## src/rtl/fpm_ctrl_pkg.sv

```systemverilog
`timescale 1ns/1ps
package fpm_ctrl_pkg;

    typedef enum logic [3:0] {
        ST_IDLE,
        ST_ROW,
        ST_RAS,
        ST_COL,
        ST_CAS,
        ST_CASHI,
        ST_OPEN,
        ST_CLOSE,
        ST_PRE,
        ST_GRANT
    } fpm_state_e;

    // Minimum interval in ns -> clock cycles, rounded up.
    function automatic int ns_to_cyc(input int ns, input int period);
        return (ns + period - 1) / period;
    endfunction

    function automatic int imax(input int a, input int b);
        return (a > b) ? a : b;
    endfunction

endpackage

```

## src/rtl/fpm_hold_timer.sv

```systemverilog
`timescale 1ns/1ps
module fpm_hold_timer #(
    parameter int CNT_W = 4
) (
    input  logic             clk,
    input  logic             rst_n,
    input  logic             load,
    input  logic [CNT_W-1:0] load_val,
    output logic             expired
);
    logic [CNT_W-1:0] cnt;

    always_ff @(posedge clk) begin
        if (!rst_n) begin
            cnt <= '0;
        end else if (load) begin
            cnt <= load_val;
        end else if (cnt != '0) begin
            cnt <= cnt - 1'b1;
        end
    end

    assign expired = (cnt == '0);
endmodule

```

## src/rtl/fpm_row_age.sv

```systemverilog
`timescale 1ns/1ps
module fpm_row_age #(
    parameter int AGE_W = 12
) (
    input  logic             clk,
    input  logic             rst_n,
    input  logic             row_low,
    output logic [AGE_W-1:0] age
);
    // Cycles elapsed since the row strobe fell; saturates at all ones.
    always_ff @(posedge clk) begin
        if (!rst_n || !row_low) begin
            age <= '0;
        end else if (age != '1) begin
            age <= age + 1'b1;
        end
    end
endmodule

```

## src/rtl/fpm_dram_ctrl.sv

```systemverilog
`timescale 1ns/1ps
module fpm_dram_ctrl
    import fpm_ctrl_pkg::*;
#(
    parameter int PIN_W        = 9,
    parameter int DQ_W         = 4,
    parameter int CLK_NS       = 5,
    parameter int T_RC_NS      = 90,
    parameter int T_RAS_NS     = 50,
    parameter int T_RAS_MAX_NS = 10000,
    parameter int T_RP_NS      = 30,
    parameter int T_RAH_NS     = 10,
    parameter int T_RAC_NS     = 50,
    parameter int T_CAC_NS     = 15,
    parameter int T_CAS_NS     = 15,
    parameter int T_CP_NS      = 10,
    parameter int T_PC_NS      = 35
) (
    input  logic               clk,
    input  logic               rst_n,
    input  logic               host_req,
    input  logic               host_we,
    input  logic [2*PIN_W-1:0] host_addr,
    input  logic [DQ_W-1:0]    host_wdata,
    output logic               host_busy,
    output logic               rd_valid,
    output logic [DQ_W-1:0]    rd_data,
    input  logic               ref_req,
    output logic               ref_gnt,
    output logic               dram_ras_n,
    output logic               dram_cas_n,
    output logic               dram_we_n,
    output logic               dram_oe_n,
    output logic [PIN_W-1:0]   dram_addr,
    input  logic [DQ_W-1:0]    dram_dq_in,
    output logic [DQ_W-1:0]    dram_dq_out,
    output logic               dram_dq_oe
);
    localparam int RAS_CYC     = ns_to_cyc(T_RAS_NS, CLK_NS);
    localparam int RC_CYC      = ns_to_cyc(T_RC_NS, CLK_NS);
    localparam int RP_CYC      = ns_to_cyc(T_RP_NS, CLK_NS);
    localparam int RAC_CYC     = imax(1, ns_to_cyc(T_RAC_NS, CLK_NS));
    localparam int RAH_CYC     = imax(1, ns_to_cyc(T_RAH_NS, CLK_NS));
    localparam int CP_CYC      = imax(1, ns_to_cyc(T_CP_NS, CLK_NS));
    localparam int CASW_CYC    = imax(imax(ns_to_cyc(T_CAS_NS, CLK_NS), ns_to_cyc(T_CAC_NS, CLK_NS)),
                                      imax(1, ns_to_cyc(T_PC_NS, CLK_NS) - CP_CYC - 1));
    localparam int PRE_CYC     = imax(RP_CYC, RC_CYC - RAS_CYC - 1);
    localparam int RAS_MAX_CYC = T_RAS_MAX_NS / CLK_NS;
    localparam int COL_LEN     = 1 + CASW_CYC + CP_CYC;
    localparam int OPEN_LIMIT  = RAS_MAX_CYC - COL_LEN - 4;
    localparam int AGE_W       = $clog2(RAS_MAX_CYC + 1) + 1;
    localparam int TMR_W       = $clog2(imax(imax(RAH_CYC, CASW_CYC), imax(CP_CYC, PRE_CYC)) + 1);

    localparam logic [AGE_W-1:0] AGE_RAS_OK = AGE_W'(RAS_CYC - 1);
    localparam logic [AGE_W-1:0] AGE_RAC_OK = AGE_W'(RAC_CYC - 1);
    localparam logic [AGE_W-1:0] AGE_LIMIT  = AGE_W'(OPEN_LIMIT);
    localparam logic [AGE_W-1:0] AGE_MAX    = AGE_W'(RAS_MAX_CYC);

    fpm_state_e           state, nstate;
    logic                 tmr_load, tmr_done;
    logic [TMR_W-1:0]     tmr_val;
    logic [AGE_W-1:0]     row_age;
    logic                 row_low;
    logic                 acc, hit, capture, pend;
    logic                 req_wr;
    logic [PIN_W-1:0]     req_row, req_col, open_row;
    logic [DQ_W-1:0]      req_data;

    fpm_hold_timer #(.CNT_W(TMR_W)) u_timer (
        .clk      (clk),
        .rst_n    (rst_n),
        .load     (tmr_load),
        .load_val (tmr_val),
        .expired  (tmr_done)
    );

    fpm_row_age #(.AGE_W(AGE_W)) u_age (
        .clk     (clk),
        .rst_n   (rst_n),
        .row_low (row_low),
        .age     (row_age)
    );

    assign host_busy = ref_req ||
                       !((state == ST_IDLE) || (state == ST_OPEN && row_age < AGE_LIMIT));
    assign acc       = host_req && !host_busy;
    assign hit       = (host_addr[2*PIN_W-1:PIN_W] == open_row);
    assign capture   = (state == ST_CAS) && (nstate == ST_CASHI) && !req_wr;

    // State register
    always_ff @(posedge clk) begin
        if (!rst_n) state <= ST_IDLE;
        else        state <= nstate;
    end

    // Next state and interval timer loads
    always_comb begin
        nstate   = state;
        tmr_load = 1'b0;
        tmr_val  = '0;
        unique case (state)
            ST_IDLE: begin
                if (ref_req)  nstate = ST_GRANT;
                else if (acc) nstate = ST_ROW;
            end
            ST_ROW: begin
                nstate   = ST_RAS;
                tmr_load = 1'b1;
                tmr_val  = TMR_W'(RAH_CYC - 1);
            end
            ST_RAS: begin
                if (tmr_done) nstate = ST_COL;
            end
            ST_COL: begin
                nstate   = ST_CAS;
                tmr_load = 1'b1;
                tmr_val  = TMR_W'(CASW_CYC - 1);
            end
            ST_CAS: begin
                if (tmr_done && (req_wr || row_age >= AGE_RAC_OK)) begin
                    nstate   = ST_CASHI;
                    tmr_load = 1'b1;
                    tmr_val  = TMR_W'(CP_CYC - 1);
                end
            end
            ST_CASHI: begin
                if (tmr_done) nstate = ST_OPEN;
            end
            ST_OPEN: begin
                if (ref_req || row_age >= AGE_LIMIT) nstate = ST_CLOSE;
                else if (acc)                        nstate = hit ? ST_COL : ST_CLOSE;
            end
            ST_CLOSE: begin
                if (row_age >= AGE_RAS_OK) begin
                    nstate   = ST_PRE;
                    tmr_load = 1'b1;
                    tmr_val  = TMR_W'(PRE_CYC - 1);
                end
            end
            ST_PRE: begin
                if (tmr_done) begin
                    if (pend)         nstate = ST_ROW;
                    else if (ref_req) nstate = ST_GRANT;
                    else              nstate = ST_IDLE;
                end
            end
            ST_GRANT: begin
                if (!ref_req) begin
                    nstate   = ST_PRE;
                    tmr_load = 1'b1;
                    tmr_val  = TMR_W'(PRE_CYC - 1);
                end
            end
            default: nstate = ST_IDLE;
        endcase
    end

    // Request latch, open row and read capture
    always_ff @(posedge clk) begin
        if (!rst_n) begin
            req_wr   <= 1'b0;
            req_row  <= '0;
            req_col  <= '0;
            req_data <= '0;
            open_row <= '0;
            pend     <= 1'b0;
            rd_valid <= 1'b0;
            rd_data  <= '0;
        end else begin
            if (acc) begin
                req_wr   <= host_we;
                req_row  <= host_addr[2*PIN_W-1:PIN_W];
                req_col  <= host_addr[PIN_W-1:0];
                req_data <= host_wdata;
            end
            if (state == ST_OPEN && acc && !hit && !ref_req) pend <= 1'b1;
            else if (state == ST_ROW)                          pend <= 1'b0;
            if (state == ST_ROW) open_row <= req_row;
            rd_valid <= capture;
            if (capture) rd_data <= dram_dq_in;
        end
    end

    // Outputs decoded from the state
    always_comb begin
        row_low     = 1'b0;
        dram_cas_n  = 1'b1;
        dram_we_n   = 1'b1;
        dram_oe_n   = 1'b1;
        dram_dq_oe  = 1'b0;
        ref_gnt     = 1'b0;
        dram_addr   = req_col;
        dram_dq_out = req_data;
        unique case (state)
            ST_IDLE, ST_PRE: ;
            ST_ROW:   dram_addr = req_row;
            ST_RAS: begin
                row_low   = 1'b1;
                dram_addr = req_row;
            end
            ST_COL: begin
                row_low    = 1'b1;
                dram_we_n  = !req_wr;
                dram_dq_oe = req_wr;
            end
            ST_CAS: begin
                row_low    = 1'b1;
                dram_cas_n = 1'b0;
                dram_we_n  = !req_wr;
                dram_oe_n  = req_wr;
                dram_dq_oe = req_wr;
            end
            ST_CASHI, ST_OPEN, ST_CLOSE: row_low = 1'b1;
            ST_GRANT: ref_gnt = 1'b1;
            default: ;
        endcase
    end
    assign dram_ras_n = !row_low;

    a_r7_ras_min_width: assert property (@(posedge clk) disable iff (!rst_n)
        $rose(dram_ras_n) |-> ($past(row_age) >= AGE_RAS_OK));
    a_r8_ras_max_width: assert property (@(posedge clk) disable iff (!rst_n)
        !dram_ras_n |-> (row_age < AGE_MAX));
    a_r5_cas_inside_ras: assert property (@(posedge clk) disable iff (!rst_n)
        !dram_cas_n |-> !dram_ras_n);
    a_r11_col_addr_hold: assert property (@(posedge clk) disable iff (!rst_n)
        (!dram_cas_n && $past(!dram_cas_n)) |-> $stable(dram_addr));
    a_r4_oe_only_reads: assert property (@(posedge clk) disable iff (!rst_n)
        !dram_oe_n |-> (dram_we_n && !dram_dq_oe));
    a_r9_grant_quiet: assert property (@(posedge clk) disable iff (!rst_n)
        ref_gnt |-> (dram_ras_n && dram_cas_n && host_busy));
    a_r3_valid_pulse: assert property (@(posedge clk) disable iff (!rst_n)
        rd_valid |=> !rd_valid);
    a_r10_busy_after_accept: assert property (@(posedge clk) disable iff (!rst_n)
        (host_req && !host_busy) |=> host_busy);
endmodule

```

## config.mk

```make
export PLATFORM = sky130hd
export DESIGN_NAME = fpm_dram_ctrl
export DESIGN_NICKNAME = d
export VERILOG_FILES = /design/src/rtl/fpm_ctrl_pkg.sv /design/src/rtl/fpm_hold_timer.sv /design/src/rtl/fpm_row_age.sv /design/src/rtl/fpm_dram_ctrl.sv
export SDC_FILE = /design/constraint.sdc
export NUM_CORES = 1
export LEC_CHECK = 0
export BUFFER_PORTS_ARGS = -buffer_cell sky130_fd_sc_hd__clkbuf_2
export CAP_MARGIN = 20
export CORE_ASPECT_RATIO = 1.75
export CORE_UTILIZATION = 55
export CTS_CLUSTER_DIAMETER = 200
export DETAILED_ROUTE_END_ITERATION = 8
export PLACE_DENSITY = 0.91
export SLEW_MARGIN = 40
export SYNTH_ARGS = -nofsm -noshare
export SYNTH_HDL_FRONTEND = slang
export SYNTH_SLANG_ARGS = --single-unit
```

## constraint.sdc

```tcl
create_clock -name clk -period 3.43 [get_ports clk]
set_clock_uncertainty 0.05 [all_clocks]
set_input_delay 0.343 -clock clk [delete_from_list [all_inputs] [get_ports clk]]
set_output_delay 0.343 -clock clk [all_outputs]
set_load 0.01 [all_outputs]
```

Word level (Yosys, flattened, before mapping)
Cells that the tools add are included.

Add/subtract/negate cells: 2. Multiply operators: 0. Divide/modulo/power cells: 0. Order comparisons: 3. Equal/unequal tests: 12. Shifts and indexed selects: 0. Muxes and demuxes: 33. Bitwise logic cells: 0. Reductions and logical operators: 29.

Operators with widths (count): 2-to-1 mux 4 bit (12); one-hot mux 4 bit (10 select lines) (1); == test 4 x 3 -> 1 bit, second input constant (5); 2-to-1 mux 3 bit (5); one-hot mux 3 bit (5 select lines) (1); adder 12 x 1 -> 12 bit, second input constant (1); greater-or-equal comparator 12 x 11 -> 1 bit, second input constant (1); greater-or-equal comparator 12 x 4 -> 1 bit, second input constant (1); < comparator 12 x 11 -> 1 bit, second input constant (1); 2-to-1 mux 1 bit (12); != test 12 bit, second input constant (1); == test 9 bit (1); 2-to-1 mux 9 bit (1); == test 4 x 2 -> 1 bit, second input constant (2); == test 4 bit, second input constant (2); logical AND 1 bit (8); logical NOT 1 bit (7); OR reduction 2 bit (3); OR reduction 6 bit (1); logical OR 1 bit (5); == test 4 x 1 -> 1 bit, second input constant (1); logical NOT 4 bit (1); one-hot mux 1 bit (4 select lines) (1); nonzero test 2 bit (2); 3 further kinds (3).

Register bits after elaboration: 57. Bits in latches: 0. RAM bits: 0. Memory bits (read-only): 0. Input port bits: 31. Output and inout bits: 25. Logic and storage cells: 90. Memories kept: 0.

Depth between registers and ports, before layout
Gate-level depths: netlist of the first run.

Depth after elaboration: 13. Mapped depth: 9. Depth with buffers taken out: 8.

By module
A second synthesis of the first run with hierarchy kept.

Cells, all modules: 337. Area total of the unflattened synthesis: 2976.6 um^2.

Modules (own cells, without submodules): fpm_dram_ctrl (times used 1, cells an instance 247, area each 2148.3 um^2, sequential area each 840.8 um^2); fpm_row_age (times used 1, cells an instance 68, area each 623.1 um^2, sequential area each 240.2 um^2); fpm_hold_timer (times used 1, cells an instance 22, area each 205.2 um^2, sequential area each 60.1 um^2).

Worst setup path after synthesis of the first run
OpenSTA, ideal clock, no wires.

Path kind: register -> register. From: reg u_age.age[0]. To: reg rd_valid. Library setup time: 0.115 ns. Arrival: 1.962 ns. Data required time: 3.265 ns. Slack: 1.303 ns. Stages on the path, launching flop included: 9. Path buffers: 0. Period minus slack after synthesis: 2.127 ns. Cells stage by stage: dfxtp_1 inv_1 ha_1 nand2b_1 a2111oi_2 and3b_4 o21ai_4 a31oi_4 and2_1.

Word-level cells in the longest chain between the ends: 13. Elaborated cells on any way between the ends: 22. Those cells by class: order compare (3); eq/ne (1); mux (7); reduce/logical (11).

RTL lines: from (decl) (RTL line fpm_row_age.sv:8) `output logic [AGE_W-1:0] age`; from (signal assigned) (RTL line fpm_row_age.sv:15) `age <= age + 1'b1;`; < comparator 12 x 11 -> 1 bit (RTL line fpm_dram_ctrl.sv:85) `!((state == ST_IDLE) || (state == ST_OPEN && row_age < AGE_LIMIT));`; logical AND 1 bit (RTL line fpm_dram_ctrl.sv:85); logical OR 1 bit (RTL line fpm_dram_ctrl.sv:85); logical NOT 1 bit (RTL line fpm_dram_ctrl.sv:85); logical OR 1 bit (RTL line fpm_dram_ctrl.sv:84) `assign host_busy = ref_req ||`; logical NOT 1 bit (RTL line fpm_dram_ctrl.sv:86) `assign acc = host_req && !host_busy;`; logical AND 1 bit (RTL line fpm_dram_ctrl.sv:86); 2-to-1 mux 4 bit (on tied branches) (RTL line fpm_dram_ctrl.sv:131, fpm_dram_ctrl.sv:104); 2-to-1 mux 4 bit (on tied branches) (RTL line fpm_dram_ctrl.sv:130, fpm_dram_ctrl.sv:103); one-hot mux 4 bit (10 select lines) * (RTL line fpm_dram_ctrl.sv:101) `unique case (state)`; == test 4 x 3 -> 1 bit * (RTL line fpm_dram_ctrl.sv:88) `assign capture = (state == ST_CAS) && (nstate == ST_CASHI) && !req_wr;`; logical AND 1 bit * (2 in a row) (RTL line fpm_dram_ctrl.sv:88); to (signal assigned) (RTL line fpm_dram_ctrl.sv:179) `rd_valid <= capture;`; to (decl) (RTL line fpm_dram_ctrl.sv:26) `output logic rd_valid,`.

Every way passes the cells marked *; elsewhere a longest branch is shown, timed or not. A chain may end at the register's enable or synchronous reset.

Final worst setup path of the first run
From: reg state[1]. To: out dram_addr[2].

Word-level cells in the longest chain between the ends: 3. Elaborated cells on any way between the ends: 4. Those cells by class: eq/ne (2); mux (1); reduce/logical (1).

RTL lines: from (decl) (RTL line fpm_dram_ctrl.sv:59) `fpm_state_e state, nstate;`; from (signal assigned) (RTL line fpm_dram_ctrl.sv:93) `else state <= nstate;`; == test 4 x 1 -> 1 bit or == test 4 x 2 -> 1 bit (tied branches) (RTL line fpm_dram_ctrl.sv:194) `unique case (state)`; OR reduction 2 bit (no line) *; 2-to-1 mux 9 bit * (RTL line fpm_dram_ctrl.sv:194); to (decl) (RTL line fpm_dram_ctrl.sv:34) `output logic [PIN_W-1:0] dram_addr,`.

Marked as above.

==> results of run 1 <==
routing by layer:
layer	global-route usage	vias up	wire length, um
met2	0.4277	87	3487
met1	0.2561	1229	2472
met4	0.1212	0	193
met3	0.08788	20	369
met5	0	-	0
li1	-	1302	-
worst max path at each step:
stage / start / to / slack (ns)
after global routing: state[1] / dram_addr[2] / 0.77
after floorplan: u_age.age[0] / rd_valid / 1.30
after global placement: u_age.age[0] / req_row[6] / 1.11
after detailed placement: state[1] / dram_dq_out[2] / 0.98
final: state[1] / dram_addr[2] / 0.82
after CTS: state[1] / dram_addr[2] / 0.84
through the flow:
step | total power, mW | instances | util | setup WS, ns | cell area (um^2)
final | 1.900 | 463 | 0.6578 | 0.8242 | 3302
after global routing | 2.004 | 463 | 0.6578 | 0.7678 | 3302
after CTS | 1.895 | 462 | 0.6555 | 0.8355 | 3291
after detailed placement | 1.343 | 446 | 0.6211 | 0.9845 | 3118
after global placement | 1.318 | 446 | 0.6201 | 1.110 | 3113
after floorplan | 1.229 | 352 | - | 1.303 | 2879
where the power goes:
group	total, mW	internal (mW)	switching (mW)
clock	0.559	0.279	0.280
sequential	0.802	0.724	0.0779
combinational	0.540	0.227	0.313
total	1.90	1.23	0.671
critical path, cell delays in order (launching register included):
cell and delay [ns]:
dfxtp_1 0.55, and2b_1 0.30, o21ai_2 0.48, mux2_2 0.40, clkbuf_2 0.13
cells in the final DEF (no fill, tap or decap), drive strengths merged, types with 3 or more instances in the layout:
master	n
xor2	12
a21oi	43
nand2b	7
nand4	4
nand2	84
a31oi	3
nor3	7
o21ai	5
mux2i	5
nor4	6
nor2	29
ha	5
nand3	7
a2111oi	3
buf	3
and3	3
clkinv	4
inv	10
o21a	3
xnor2	7
mux2	9
nand3b	3
clkbuf	66
dfxtp	57
flip-flops by register name, summed over array words and instances, names as in the netlist:
register and cells:
req_row 9, rd_valid 1, u_timer.cnt 3, req_wr 1, rd_data 4, req_col 9
pend 1, u_age.age 12, dram_dq_out 4, open_row 9, state 4
cells by family (layout without fill, tap and decap cells):
group	Yosys count	in the layout	share of synthesized area
AND/OR/NAND/NOR	163	163	0.2625
AO/OA/AOI/OAI	67	67	0.1530
flip-flops	57	57	0.3963
buffers and inverters	27	84	0.05606
XOR/XNOR	19	19	0.05780
multiplexers	14	14	0.05259
adder cells (fa/ha/maj)	5	5	0.02173
cell type report:
type                            count  area [um^2]  area share
Clock buffer                       11        141.4     0.04282
Clock inverter                      5        31.28    0.009473
Inverter                           10        37.54     0.01137
Multi-Input combinational cell    268         1582      0.4790
Sequential cell                    57         1141      0.3456
Tap cell                           54        67.56     0.02046
Timing Repair Buffer               58        301.5     0.09132
==> metrics.md, run 1 <==
| Metric | Value |
|---|---|
| Max_cap viols | `0` |
| Hold Slack | `0.1603 ns` |
| Antenna cell count | `0` |
| Yosys Warn Count | `0` |
| Clock sinks | `57` |
| Synth top area cells | `dfxtp_1, nand2_1, a21oi_1, nor2_1, xor2_1` |
| Layout Nets | `440` |
| CTS root buf | `clkbuf_8` |
| Slew Limit Fails | `0` |
| Post_cts resized | `0` |
| Initial core utilization | `0.5735` |
| Final ANT Viol Nets | `0` |
| Latest clock arrival within the worst-skew pair | `0.35 ns` |
| Pin count of the biggest net entering global routing | `39` |
| GPL Wtd Cong | `0.8616` |
| Core area | `0.005020 mm^2` |
| Hold Path End | `req_col[6]` |
| Max Fclk | `383.8 MHz` |
| First-pass GRT wire length | `10.68 mm` |
| Top-count cell post-synth | `nand2_1` |
| Row cnt | `34` |
| Leak | `1.312 nW` |
| Critical path type | `flip-flop to output pin` |
| CP required | `3.04 ns` |
| Reg2reg end | `state[2]` |
| Hold depth | `3` |
| Max transition margin | `0.5910` |
| Tot GR Track Use | `0.2462` |
| Area Overhead vs Synth | `14.69%` |
| Die span in x | `56.69 um` |
| Slew at the pin closest to its max-slew limit | `0.6101 ns` |
| Post-DP HPWL | `4.597 mm` |
| Max IR drop VDD | `0.4500 mV` |
| Yosys top cell by area | `dfxtp_1` |
| Vias per cell | `5.698` |
| FF-to-FF path depth | `9` |
| H-tree depth | `3` |
| Synth Register Bits | `57` |
| Via count | `2638` |
| Setup Total Neg Slack | `0 ns` |
| Critical Path End Type | `output pin` |
| Status | `finished with violations` |
| CP max FO | `11` |
| Mapped cell area | `0.002879 mm^2` |
| R2R Setup Slk | `1.06 ns` |
| Initial antenna violation count | `0` |
| IO Count | `56` |
| Unrepaired setup endpoints after global routing | `false` |
| Die Ht | `97.71 um` |
| Reg clk slew, reported paths | `0.07 ns` |
| Final Hold Fails | `0` |
| Violated checks | `design-rule violations` |
| Setup crit start kind | `flip-flop` |
| Drt pass-1 iters | `6` |
| Worst R2R Start | `u_age.age[0]` |
| Worst Path Arrival | `2.21 ns` |
| DR WL/cell | `14.09 um` |
| Final setup violating endpoints | `0` |
| Share of the synthesized area in the top cell type | `0.3963` |
| Cts hold-fix bufs | `0` |
| PD cells | `575.4 mW/mm^2` |
| Yosys cell types | `52` |
| DRC Markers | `4` |
| Primary FF master, synth | `dfxtp_1` |
| Vias in the first global route | `2488` |
| Total grt overflow | `0` |
| Fill cells | `383` |
| Sequential fraction of the synthesis area | `0.3963` |
| Setup Buffers After CTS | `0` |
| Clock period minus final worst setup slack | `2.606 ns` |
| Avg Cell Area, Syn | `8.179 um^2` |
| Asr flop ratio synth | `0` |
| CTS tree | `built` |
| Final worst path period share | `0.7597` |
| Hold_sp | `host_addr[6]` |
| Layout cell share with drive strength beyond 1 | `0.2445` |
| EDFF count, synth | `0` |
| PortBufs | `55` |
| Commonest cells post-synth | `nand2_1, dfxtp_1, a21oi_1` |
| DIE AREA | `0.005539 mm^2` |
| Initial DRC Count | `62` |
| Max Buffers Root-to-Sink | `2` |
| Syn Nets | `388` |
| Worst Hold Class | `input pin to flip-flop` |
| Mapped Cells | `352` |
| Routed WL | `6.523 mm` |
| TritonCTS Buffers | `9` |
No activity file was read; power rests on OpenSTA's default activity.
==> inputs of run 2 (changes only) <==
Clock period 3.43 ns to 2.4 ns, I/O delays scaled along.
==> run 2 against run 1 <==
  * The flow still finishes with violations (design-rule violations)
  * Register-to-register slack worse by 0.92 ns
  * Sequential share of layout area fell by 1.3 points
  * Die area is the same
  * Combinational power rose by 57%
  * Critical path type unchanged
  * Worst setup slack lost 0.72 ns
  * Cell area increased by 4.2%
  * First-iteration DRC count increased by 29%
  * Critical path depth rose by 3
  * Flip-flop and latch count unchanged
  * Worst hold slack got worse by 0.10 ns
  * Largest cell class unchanged
  * Routed wire length grew 6.9%
==> metrics.md, run 2 (synthesis gave the netlist of run 1 again) <==
| Metric | Value |
|---|---|
| Status | `finished with violations` |
| Violated checks | `design-rule violations` |
| Setup Total Neg Slack | `0 ns (unchanged)` |
| Max Fclk | `436.4 MHz` |
| Clock sinks | `57 (unchanged)` |
| Row cnt | `34 (unchanged)` |
| Slew at the pin closest to its max-slew limit | `0.4605 ns (-0.1496 ns)` |
| Reg2reg end | `req_row[0]` |
| Worst Path Arrival | `2.00 ns (-0.21 ns)` |
| Routed WL | `6.970 mm (+6.9%)` |
| Final Hold Fails | `0 (unchanged)` |
| PortBufs | `55 (unchanged)` |
| Max Buffers Root-to-Sink | `2 (unchanged)` |
| Worst setup path endpoint | `host_busy` |
| Layout cell share with drive strength beyond 1 | `0.2657 (+0.02120)` |
| Core area | `0.005020 mm^2 (unchanged)` |
| Reg clk slew, reported paths | `0.07 ns (about the same)` |
| Placed insts | `452 (+1.3%)` |
| DRC Markers | `4 (unchanged)` |
| Leading cell types in the layout, fill and taps excluded | `nand2_1, clkbuf_2, dfxtp_1, a21oi_1, nor2_1` |
| H-tree depth | `3 (unchanged)` |
| Slowest CP cell | `dfxtp_2` |
| Final Core Density | `0.6857 (+0.02792)` |
| Max_cap viols | `0 (unchanged)` |
| Initial DRC Count | `80 (+29%)` |
| Max transition margin | `0.6922 (+0.1012)` |
| Unrepaired setup endpoints after global routing | `false` |
| Cts hold-fix bufs | `0 (unchanged)` |
| Clock period minus final worst setup slack | `2.291 ns` |
| Setup crit start kind | `flip-flop` |
| PD cells | `923.7 mW/mm^2 (+61%)` |
| Cell Chain, Critical Path | `inv_1, ha_1, nand2b_1, a2111oi_2, and3b_4, nor2_1, buf_2` |
| Antenna cell count | `0 (unchanged)` |
| First-pass GRT wire length | `11.30 mm (+5.7%)` |
| Initial core utilization | `0.5735 (unchanged)` |
| CP peak stage delay | `0.37 ns (-0.18 ns)` |
| R2R Setup Slk | `0.14 ns (-0.92 ns)` |
| Critical path type | `flip-flop to output pin` |
| Worst R2R Start | `u_age.age[0]` |
| Die Ht | `97.71 um (unchanged)` |
| Leak | `1.379 nW (+5.1%)` |
| Post-DP HPWL | `4.812 mm (+4.7%)` |
| Drt pass-1 iters | `8 (+2)` |
| DIE AREA | `0.005539 mm^2 (unchanged)` |
| Latest clock arrival within the worst-skew pair | `0.35 ns (about the same)` |
| FF-to-FF path depth | `9 (unchanged)` |
| CTS tree | `built` |
| CTS root buf | `clkbuf_8` |
| CP max FO | `5 (-6)` |
| Commonest non-fill, non-tap cell in the layout | `nand2_1` |
| Area Overhead vs Synth | `19.56%` |
| Via count | `2708 (+2.7%)` |
| TritonCTS Buffers | `9 (unchanged)` |
| Critical Path Stages | `7 (+3)` |
| Initial antenna violation count | `0 (unchanged)` |
| Largest Register | `u_age.age` |
| Layout Nets | `445 (+1.1%)` |
| Worst Hold Class | `input pin to flip-flop` |
| CP required | `2.11 ns (-0.93 ns)` |
| Total grt overflow | `0 (unchanged)` |
| Max reg flops | `12 (unchanged)` |
| Vias in the first global route | `2611 (+4.9%)` |
| CP startpoint | `u_age.age[0]` |
| Critical Path End Type | `output pin` |
| IO Count | `56 (unchanged)` |
| Post-Layout Cell Count | `468 (+1.1%)` |
| DR WL/cell | `14.89 um (+5.7%)` |
| Vias per cell | `5.786 (+1.6%)` |
| Final setup violating endpoints | `0 (unchanged)` |
| Pin count of the biggest net entering global routing | `38 (-2.6%)` |
| WP buf/inv | `2 (+1)` |
| Tot GR Track Use | `0.2620 (+0.01580)` |
| Die span in x | `56.69 um (unchanged)` |
| GPL Wtd Cong | `0.9202 (+6.8%)` |
| Final ANT Viol Nets | `0 (unchanged)` |
| Max IR drop VDD | `0.9943 mV (+120%)` |
| CP top delay family | `simple AND/OR/NAND/NOR gates` |
| Final worst path period share | `0.9547` |
| Slew Limit Fails | `0 (unchanged)` |
## run 2: cell types whose count changed in the layout (fill, tap and decap cells not counted), moves of 2 or more
cell       previous run  this run
dfxtp_2               0         4
buf_4                 2         7
clkinv_2              3         1
bufinv_16             0         4
dfxtp_1              57        53
## run 2: worst min-delay path by stage
stage | startpoint | cells after the start | endpoint
after floorplan | host_addr[0] | 2 | req_col[0]
after global placement | req_col[7] | 2 | req_col[7]
after detailed placement | req_col[6] | 2 | req_col[6]
after CTS | host_addr[6] | 3 | req_col[6]
after global routing | host_addr[3] | 3 | req_col[3]
final | host_addr[4] | 3 | req_col[4]
## run 2: stage by stage
step	worst slack, ns	power, mW	hold slack [ns]	cell area (um^2)
2_1_floorplan	0.2732	1.756	0.3260	2879
3_3_place_gp	0.05663	1.924	0.3883	3158
3_5_place_dp	-0.01033	1.961	0.3968	3158
4_1_cts	0.007085	3.175	0.05530	3437
5_1_grt	0.0005667	3.327	0.05821	3442
6_report	0.1087	3.179	0.05902	3442
## run 2: area by class of cell
| type | instances | area, um^2 |
|---|---|---|
| multi-input cells | 268 | 1587 |
| clock buffers | 9 | 123.9 |
| well taps | 54 | 67.56 |
| repair buffers | 63 | 339.1 |
| inverters | 10 | 37.54 |
| fillers | 383 | 1578 |
| clock inverters | 7 | 141.4 |
| flip-flops and latches | 57 | 1146 |
## run 2: worst reg2reg max path: cells and delay by family (launching register included)
kind	cells	cell delay, ns
adder cells (fa/ha/maj)	1	0.22
AO/OA/AOI/OAI	3	0.72
AND/OR/NAND/NOR	3	0.53
flip-flops	1	0.37
buffers and inverters	2	0.30
## run 2: power by group
group | total, mW | switching [mW] | internal [mW]
sequential | 1.13 | 0.0969 | 1.04
combinational | 0.846 | 0.485 | 0.361
clock | 1.20 | 0.403 | 0.796
## run 2: layer usage
layer	share of wire	up-vias	wire length [um]	track usage
li1	-	1311	-	-
met1	0.38	1266	2627	0.2643
met2	0.53	101	3665	0.4570
met3	0.057	30	400	0.06924
met4	0.040	0	278	0.1788
met5	0	-	0	0
## run 2: what timing repair did
action                     4_1_cts  5_1_grt
setup buffers                    0        0
resized for setup                4        5
setup endpoints to repair       33       38
pin swaps                        0        1
gates cloned                     0        0
